`src/rtl/dlc_pkg.sv`:
```
package dlc_pkg;

    typedef enum logic [1:0] {
        MODE_SPLIT  = 2'b00,
        MODE_MERGE  = 2'b01,
        MODE_CHAIN  = 2'b10,
        MODE_RSVD   = 2'b11
    } cell_mode_e;

    typedef struct packed {
        logic ff;
    } cell_state_t;

endpackage

```
`src/rtl/dlc_lut_bank.sv`:
```
module dlc_lut_bank #(
    parameter int LUT_K  = 6,
    parameter int N_TBL  = 2,
    localparam int DEPTH = 1 << LUT_K,
    localparam int SEL_W = (N_TBL > 1) ? $clog2(N_TBL) : 1
) (
    input  logic                        clk,
    input  logic                        rst_n,
    input  logic                        we,
    input  logic [SEL_W-1:0]            tbl_sel,
    input  logic [LUT_K-1:0]            cell_idx,
    input  logic                        wbit,
    output logic [N_TBL-1:0][DEPTH-1:0] tables
);

    logic [N_TBL-1:0][DEPTH-1:0] tbl_d, tbl_q;

    always_comb begin
        tbl_d = tbl_q;
        for (int t = 0; t < N_TBL; t++) begin
            if (we && (int'(tbl_sel) == t)) begin
                tbl_d[t][cell_idx] = wbit;
            end
        end
    end

    always_ff @(posedge clk or negedge rst_n) begin
        if (!rst_n) begin
            tbl_q <= '0;
        end else begin
            tbl_q <= tbl_d;
        end
    end

    assign tables = tbl_q;

endmodule

```
`src/rtl/dlc_lut_read.sv`:
```
module dlc_lut_read #(
    parameter int LUT_K  = 6,
    localparam int DEPTH = 1 << LUT_K
) (
    input  logic [DEPTH-1:0] cells,
    input  logic [LUT_K-1:0] idx,
    output logic             val
);

    always_comb begin
        val = cells[idx];
    end

endmodule

```
`src/rtl/dual_lut_cell.sv`:
```
module dual_lut_cell
    import dlc_pkg::*;
#(
    parameter int LUT_K  = 6,
    parameter int N_FIN  = 8,
    localparam int DEPTH = 1 << LUT_K,
    localparam int CFG_W = LUT_K + 1
) (
    input  logic             clk,
    input  logic             rst_n,
    input  logic [N_FIN-1:0] fin,
    input  logic [1:0]       mode,
    input  logic             ce,
    input  logic             chain_in,
    input  logic             cfg_we,
    input  logic [CFG_W-1:0] cfg_addr,
    input  logic             cfg_bit,
    output logic             y0,
    output logic             y1,
    output logic             chain_out
);

    localparam int N_TBL = 2;

    cell_mode_e                  mode_e;
    logic [N_TBL-1:0][DEPTH-1:0] tables;
    logic [N_TBL-1:0][LUT_K-1:0] rd_idx;
    logic [N_TBL-1:0]            rd_val;
    logic                        merged;
    logic                        merge_out;
    cell_state_t                 st_d, st_q;

    assign mode_e = cell_mode_e'(mode);
    assign merged = (mode_e == MODE_MERGE);

    dlc_lut_bank #(
        .LUT_K (LUT_K),
        .N_TBL (N_TBL)
    ) u_bank (
        .clk      (clk),
        .rst_n    (rst_n),
        .we       (cfg_we),
        .tbl_sel  (cfg_addr[LUT_K]),
        .cell_idx (cfg_addr[LUT_K-1:0]),
        .wbit     (cfg_bit),
        .tables   (tables)
    );

    // Table A always reads the low inputs; table B reads the high inputs
    // in split mode and the same low inputs when the tables are merged.
    always_comb begin
        rd_idx[0] = fin[LUT_K-1:0];
        rd_idx[1] = merged ? fin[LUT_K-1:0] : fin[N_FIN-1 -: LUT_K];
    end

    for (genvar t = 0; t < N_TBL; t++) begin : g_read
        dlc_lut_read #(
            .LUT_K (LUT_K)
        ) u_read (
            .cells (tables[t]),
            .idx   (rd_idx[t]),
            .val   (rd_val[t])
        );
    end

    // Merge multiplexer: complemented select gates table A.
    assign merge_out = (rd_val[1] & fin[LUT_K]) | (rd_val[0] & ~fin[LUT_K]);

    always_comb begin
        y0 = merged ? merge_out : rd_val[0];
        unique case (mode_e)
            MODE_MERGE,
            MODE_CHAIN: y1 = st_q.ff;
            default:    y1 = rd_val[1];
        endcase
    end

    always_comb begin
        st_d = st_q;
        if (ce) begin
            st_d.ff = (mode_e == MODE_CHAIN) ? chain_in : y0;
        end
    end

    always_ff @(posedge clk or negedge rst_n) begin
        if (!rst_n) begin
            st_q <= '0;
        end else begin
            st_q <= st_d;
        end
    end

    assign chain_out = st_q.ff;

endmodule

```
`config.mk`:
```
export PLATFORM = sky130hd
export DESIGN_NAME = dual_lut_cell
export DESIGN_NICKNAME = d
export VERILOG_FILES = /design/src/rtl/dlc_pkg.sv /design/src/rtl/dlc_lut_bank.sv /design/src/rtl/dlc_lut_read.sv /design/src/rtl/dual_lut_cell.sv
export SDC_FILE = /design/constraint.sdc
export NUM_CORES = 1
export LEC_CHECK = 0
export BUFFER_PORTS_ARGS = -buffer_cell sky130_fd_sc_hd__buf_2
export CORE_ASPECT_RATIO = 1.2
export CORE_MARGIN = 8
export CORE_UTILIZATION = 50
export DETAILED_ROUTE_END_ITERATION = 10
export HOLD_SLACK_MARGIN = 0.15
export PLACE_DENSITY = 0.67
export RECOVER_POWER = 100
export SYNTH_ARGS = -nofsm -noshare
export SYNTH_HDL_FRONTEND = slang
export SYNTH_SLANG_ARGS = --single-unit
```
`constraint.sdc`:
```
create_clock -name clk -period 6.55 [get_ports clk]
set_clock_uncertainty 0.05 [all_clocks]
set_input_delay 0.655 -clock clk [delete_from_list [all_inputs] [get_ports clk]]
set_output_delay 0.655 -clock clk [all_outputs]
set_load 0.01 [all_outputs]
```
==> Flow_metrics.wiki <==
{| class="wikitable"
! Metric !! Value
|-
| Share of synthesized area occupied by flip-flops and latches || 44.1%
|-
| Type of the tightest min-delay check || in2reg
|-
| Clock net sink count || 129
|-
| Violations in the final reports || max-capacitance violations, max-slew violations
|-
| Nature of the critical path endpoint || primary output
|-
| Total vias in the final route || 5573
|-
| Iteration-0 DRC Markers || 477
|-
| Setup TNS Final || 0 ns
|-
| Worst endpoint required time || 5.84 ns
|-
| Clock-pin transition on the worst setup and hold timing paths || 0.06 ns
|-
| Count of flip-flops with a built-in enable after synthesis || 0
|-
| Dominant cell type by area after synthesis || sky130_fd_sc_hd__dfrtp_1
|-
| Switching Fraction || 25.4%
|-
| Iteration count of the initial detailed-routing pass || 7
|-
| Clock tree from TritonCTS || yes
|-
| Number of max-slew violations in the final report || 71
|-
| DRC viols || 0
|-
| Power per Cell Area || 267 nW/um^2
|-
| Ant. Diodes || 0
|-
| Worst slew margin relative to its limit || -146%
|-
| Primary flip-flop cell chosen by synthesis mapping || sky130_fd_sc_hd__dfrtp_1
|-
| Combined global-route utilization of all metal layers || 20.3%
|-
| Portion of the clock cycle consumed by the worst path in the final layout || 75.8%
|-
| Initial cell density of the core || 51.0%
|-
| CTS H-Tree Depth || 4
|-
| Post-Synthesis Cell Area || 7320 um^2
|-
| Number of port buffers || 25
|-
| Avg Inst Size Synth || 10.0 um^2
|-
| Detail-routed via count per cell || 6.19
|-
| Pint || 1.59 mW
|-
| Top-area cell type share of the netlist area || 44.1%
|-
| Maximum fanout along the worst path || 33
|-
| Post-synthesis sequential element count || 129
|-
| Transition time at the pin with the least slew margin || 3.69 ns
|-
| Post-Syn Instances || 729
|-
| Max Clock Freq || 201 MHz
|-
| Clock latency on the worst-skew pair || 0.43 ns
|-
| Proportion of power drawn by flip-flops and latches || 42.4%
|-
| Buffer levels on the longest clock path || 2
|-
| Run status || complete, but fails checks
|-
| Clock period minus final worst setup slack || 4.96 ns
|-
| I/O pin count || 26
|-
| Count of unique library cells instantiated by Yosys || 48
|-
| Setup CP Type || in2out
|-
| Area growth from synthesis to layout || 9.24%
|-
| Global-route wire length before repair || 29800 um
|-
| Max-cap violation count || 1
|-
| Average routed wire per standard cell || 20.3 um
|-
| Top cells by area, synth || sky130_fd_sc_hd__dfrtp_1 (44%), sky130_fd_sc_hd__mux2_2 (19%), sky130_fd_sc_hd__nor2_1 (6.7%)
|-
| Post-CTS setup buffers || 0
|-
| RSZ-0062 raised after global routing || no
|-
| Overall die height || 149 um
|-
| Clock Root Buffer || sky130_fd_sc_hd__clkbuf_16
|-
| Share of the core filled with cells || 55.7%
|-
| Via count of the first global-routing pass || 5728
|-
| Net switching power figure || 0.543 mW
|-
| Placeable core region || 14400 um^2
|-
| Hold Violations, Final || 0
|-
| Hpwl dp || 12100 um
|-
| Commonest non-fill, non-tap cells in the layout || sky130_fd_sc_hd__nor2_1 (131), sky130_fd_sc_hd__dfrtp_1 (129), sky130_fd_sc_hd__mux2_2 (118), sky130_fd_sc_hd__nand2_1 (88), sky130_fd_sc_hd__a22oi_1 (28)
|-
| Yosys warns || 0
|-
| Leakage component of the power || 3.47 nW
|-
| Row count || 48
|-
| PostCTS Resize Cnt || 0
|-
| Relative contribution of the clock network to total power || 45.6%
|-
| Critical path data arrival time || 4.26 ns
|-
| Share of layout cells above drive strength 1 || 27.3%
|-
| Filler Cells Inserted || 1237
|-
| Sequential cell area || 3230 um^2
|-
| Startpoint types || input port
|-
| Portion of total power attributed to combinational logic || 12.0%
|-
| Total area of multi-input combinational cells || 3760 um^2
|-
| Number of hold buffers added after cts || 0
|-
| Total length of routed wires || 18300 um
|-
| Die area || 18800 um^2
|-
| Remaining antenna violation count || 0
|-
| Synthesized Nets || 754
|-
| Number of nets at the end of the flow || 737
|-
| Die X-Extent || 126 um
|-
| Clock buffer count from CTS || 17
|-
| Initial antenna violation count || 0
|-
| Async S/R FF share, synth || 100%
|-
| Maximum number of pins on one net before global-route repair || 129
|-
| Overflow left after global routing || 0
|-
| Pwr Total || 2.14 mW
|-
| Final setup viols || 0
|-
| GPL Wtd Cong || 0.869
|-
| Most common cell after layout, fill and taps aside || sky130_fd_sc_hd__nor2_1
|-
| Peak supply drop || 0.157 mV
|}
per-stage QoR:
stage | instance area [um^2] | cells | setup WS (ns) | hold WS (ns)
after floorplan | 7320 | 729 | 3.49 | 0.309
after global placement | 7400 | 868 | 2.32 | 0.433
after detailed placement | 7400 | 868 | 2.31 | 0.442
after CTS | 8010 | 900 | 2.30 | 0.335
after global routing | 7990 | 900 | 1.09 | 0.432
final | 7990 | 900 | 1.59 | 0.430
cells by family (layout without fill, tap and decap cells):
family / Yosys count / after routing / share of synthesized area [%]
simple gates: 280 / 280 / 16.5
mux: 144 / 144 / 25.4
buf+inv: 72 / 68 / 4.46
fa+ha+maj: 2 / 2 / 0.342
compound gates: 102 / 102 / 9.18
flops: 129 / 129 / 44.1
Yosys cell counts, types with 4 or more instances:
cell,count
sky130_fd_sc_hd__a21oi_1,22
sky130_fd_sc_hd__a22oi_1,28
sky130_fd_sc_hd__a31oi_1,5
sky130_fd_sc_hd__buf_2,12
sky130_fd_sc_hd__buf_4,4
sky130_fd_sc_hd__clkbuf_1,46
sky130_fd_sc_hd__dfrtp_1,129
sky130_fd_sc_hd__inv_1,5
sky130_fd_sc_hd__mux2_2,121
sky130_fd_sc_hd__mux4_2,17
sky130_fd_sc_hd__nand2_1,88
sky130_fd_sc_hd__nand2b_1,6
sky130_fd_sc_hd__nand3_1,14
sky130_fd_sc_hd__nand3b_1,7
sky130_fd_sc_hd__nor2_1,131
sky130_fd_sc_hd__nor2b_1,5
sky130_fd_sc_hd__nor3_1,5
sky130_fd_sc_hd__nor3b_1,5
sky130_fd_sc_hd__nor4_1,4
sky130_fd_sc_hd__o21ai_0,15
sky130_fd_sc_hd__o221ai_1,4
sky130_fd_sc_hd__o22ai_1,8
sky130_fd_sc_hd__or2_2,8
sky130_fd_sc_hd__or3b_2,4
layout make-up:
type | count | area share [%]
clock inverters | 13 | 1.99
multi-input cells | 528 | 47.1
flip-flops and latches | 129 | 40.4
well taps | 175 | 2.74
repair buffers | 30 | 1.86
inverters | 6 | 0.282
clock buffers | 19 | 5.67
power groups by stage:
| stage | registers, mW | logic, mW | clock network [mW] |
|---|---|---|---|
| floorplan | 0.901 | 0.193 | 0 |
| global placement | 0.914 | 0.250 | 0 |
| detailed placement | 0.918 | 0.257 | 0 |
| CTS | 0.905 | 0.259 | 0.989 |
| global route | 0.913 | 0.281 | 1.02 |
| finish | 0.906 | 0.256 | 0.973 |
registers in the layout (all words and copies together) (netlist names):
signal,cells
u_bank.tables,128
chain_out,1
layer usage:
metal	track usage [%]	routed length, um
met1	23.4	7290
met3	4.08	908
met4	10.5	663
met5	0	0
met2	35.2	9410
final timing paths:
path,cells past startpoint,slack (ns),start,end
max in group asynchronous,2,2.08,rst_n,u_bank.tables[91]$_DFFE_PN0P_
worst max register to register,8,4.28,u_bank.tables[85]$_DFFE_PN0P_,chain_out$_DFFE_PN0P_
min in group asynchronous,1,1.44,rst_n,u_bank.tables[87]$_DFFE_PN0P_
worst max-delay path,12,1.59,mode[1],y1
worst min register to register,1,0.45,u_bank.tables[48]$_DFFE_PN0P_,u_bank.tables[48]$_DFFE_PN0P_
worst min-delay path,2,0.43,ce,chain_out$_DFFE_PN0P_
worst max-delay path, stage by stage:
cell and delay [ns]:
sky130_fd_sc_hd__buf_2 0.11, sky130_fd_sc_hd__inv_1 0.05, sky130_fd_sc_hd__ha_1 0.12, sky130_fd_sc_hd__clkbuf_1 0.94, sky130_fd_sc_hd__nor2b_1 0.92, sky130_fd_sc_hd__a22oi_1 0.21
sky130_fd_sc_hd__a21oi_1 0.18, sky130_fd_sc_hd__nor3_1 0.06, sky130_fd_sc_hd__o311ai_0 0.36, sky130_fd_sc_hd__a32oi_1 0.19, sky130_fd_sc_hd__mux2_2 0.32, sky130_fd_sc_hd__clkbuf_1 0.13
(Power assumes the default switching activity.)
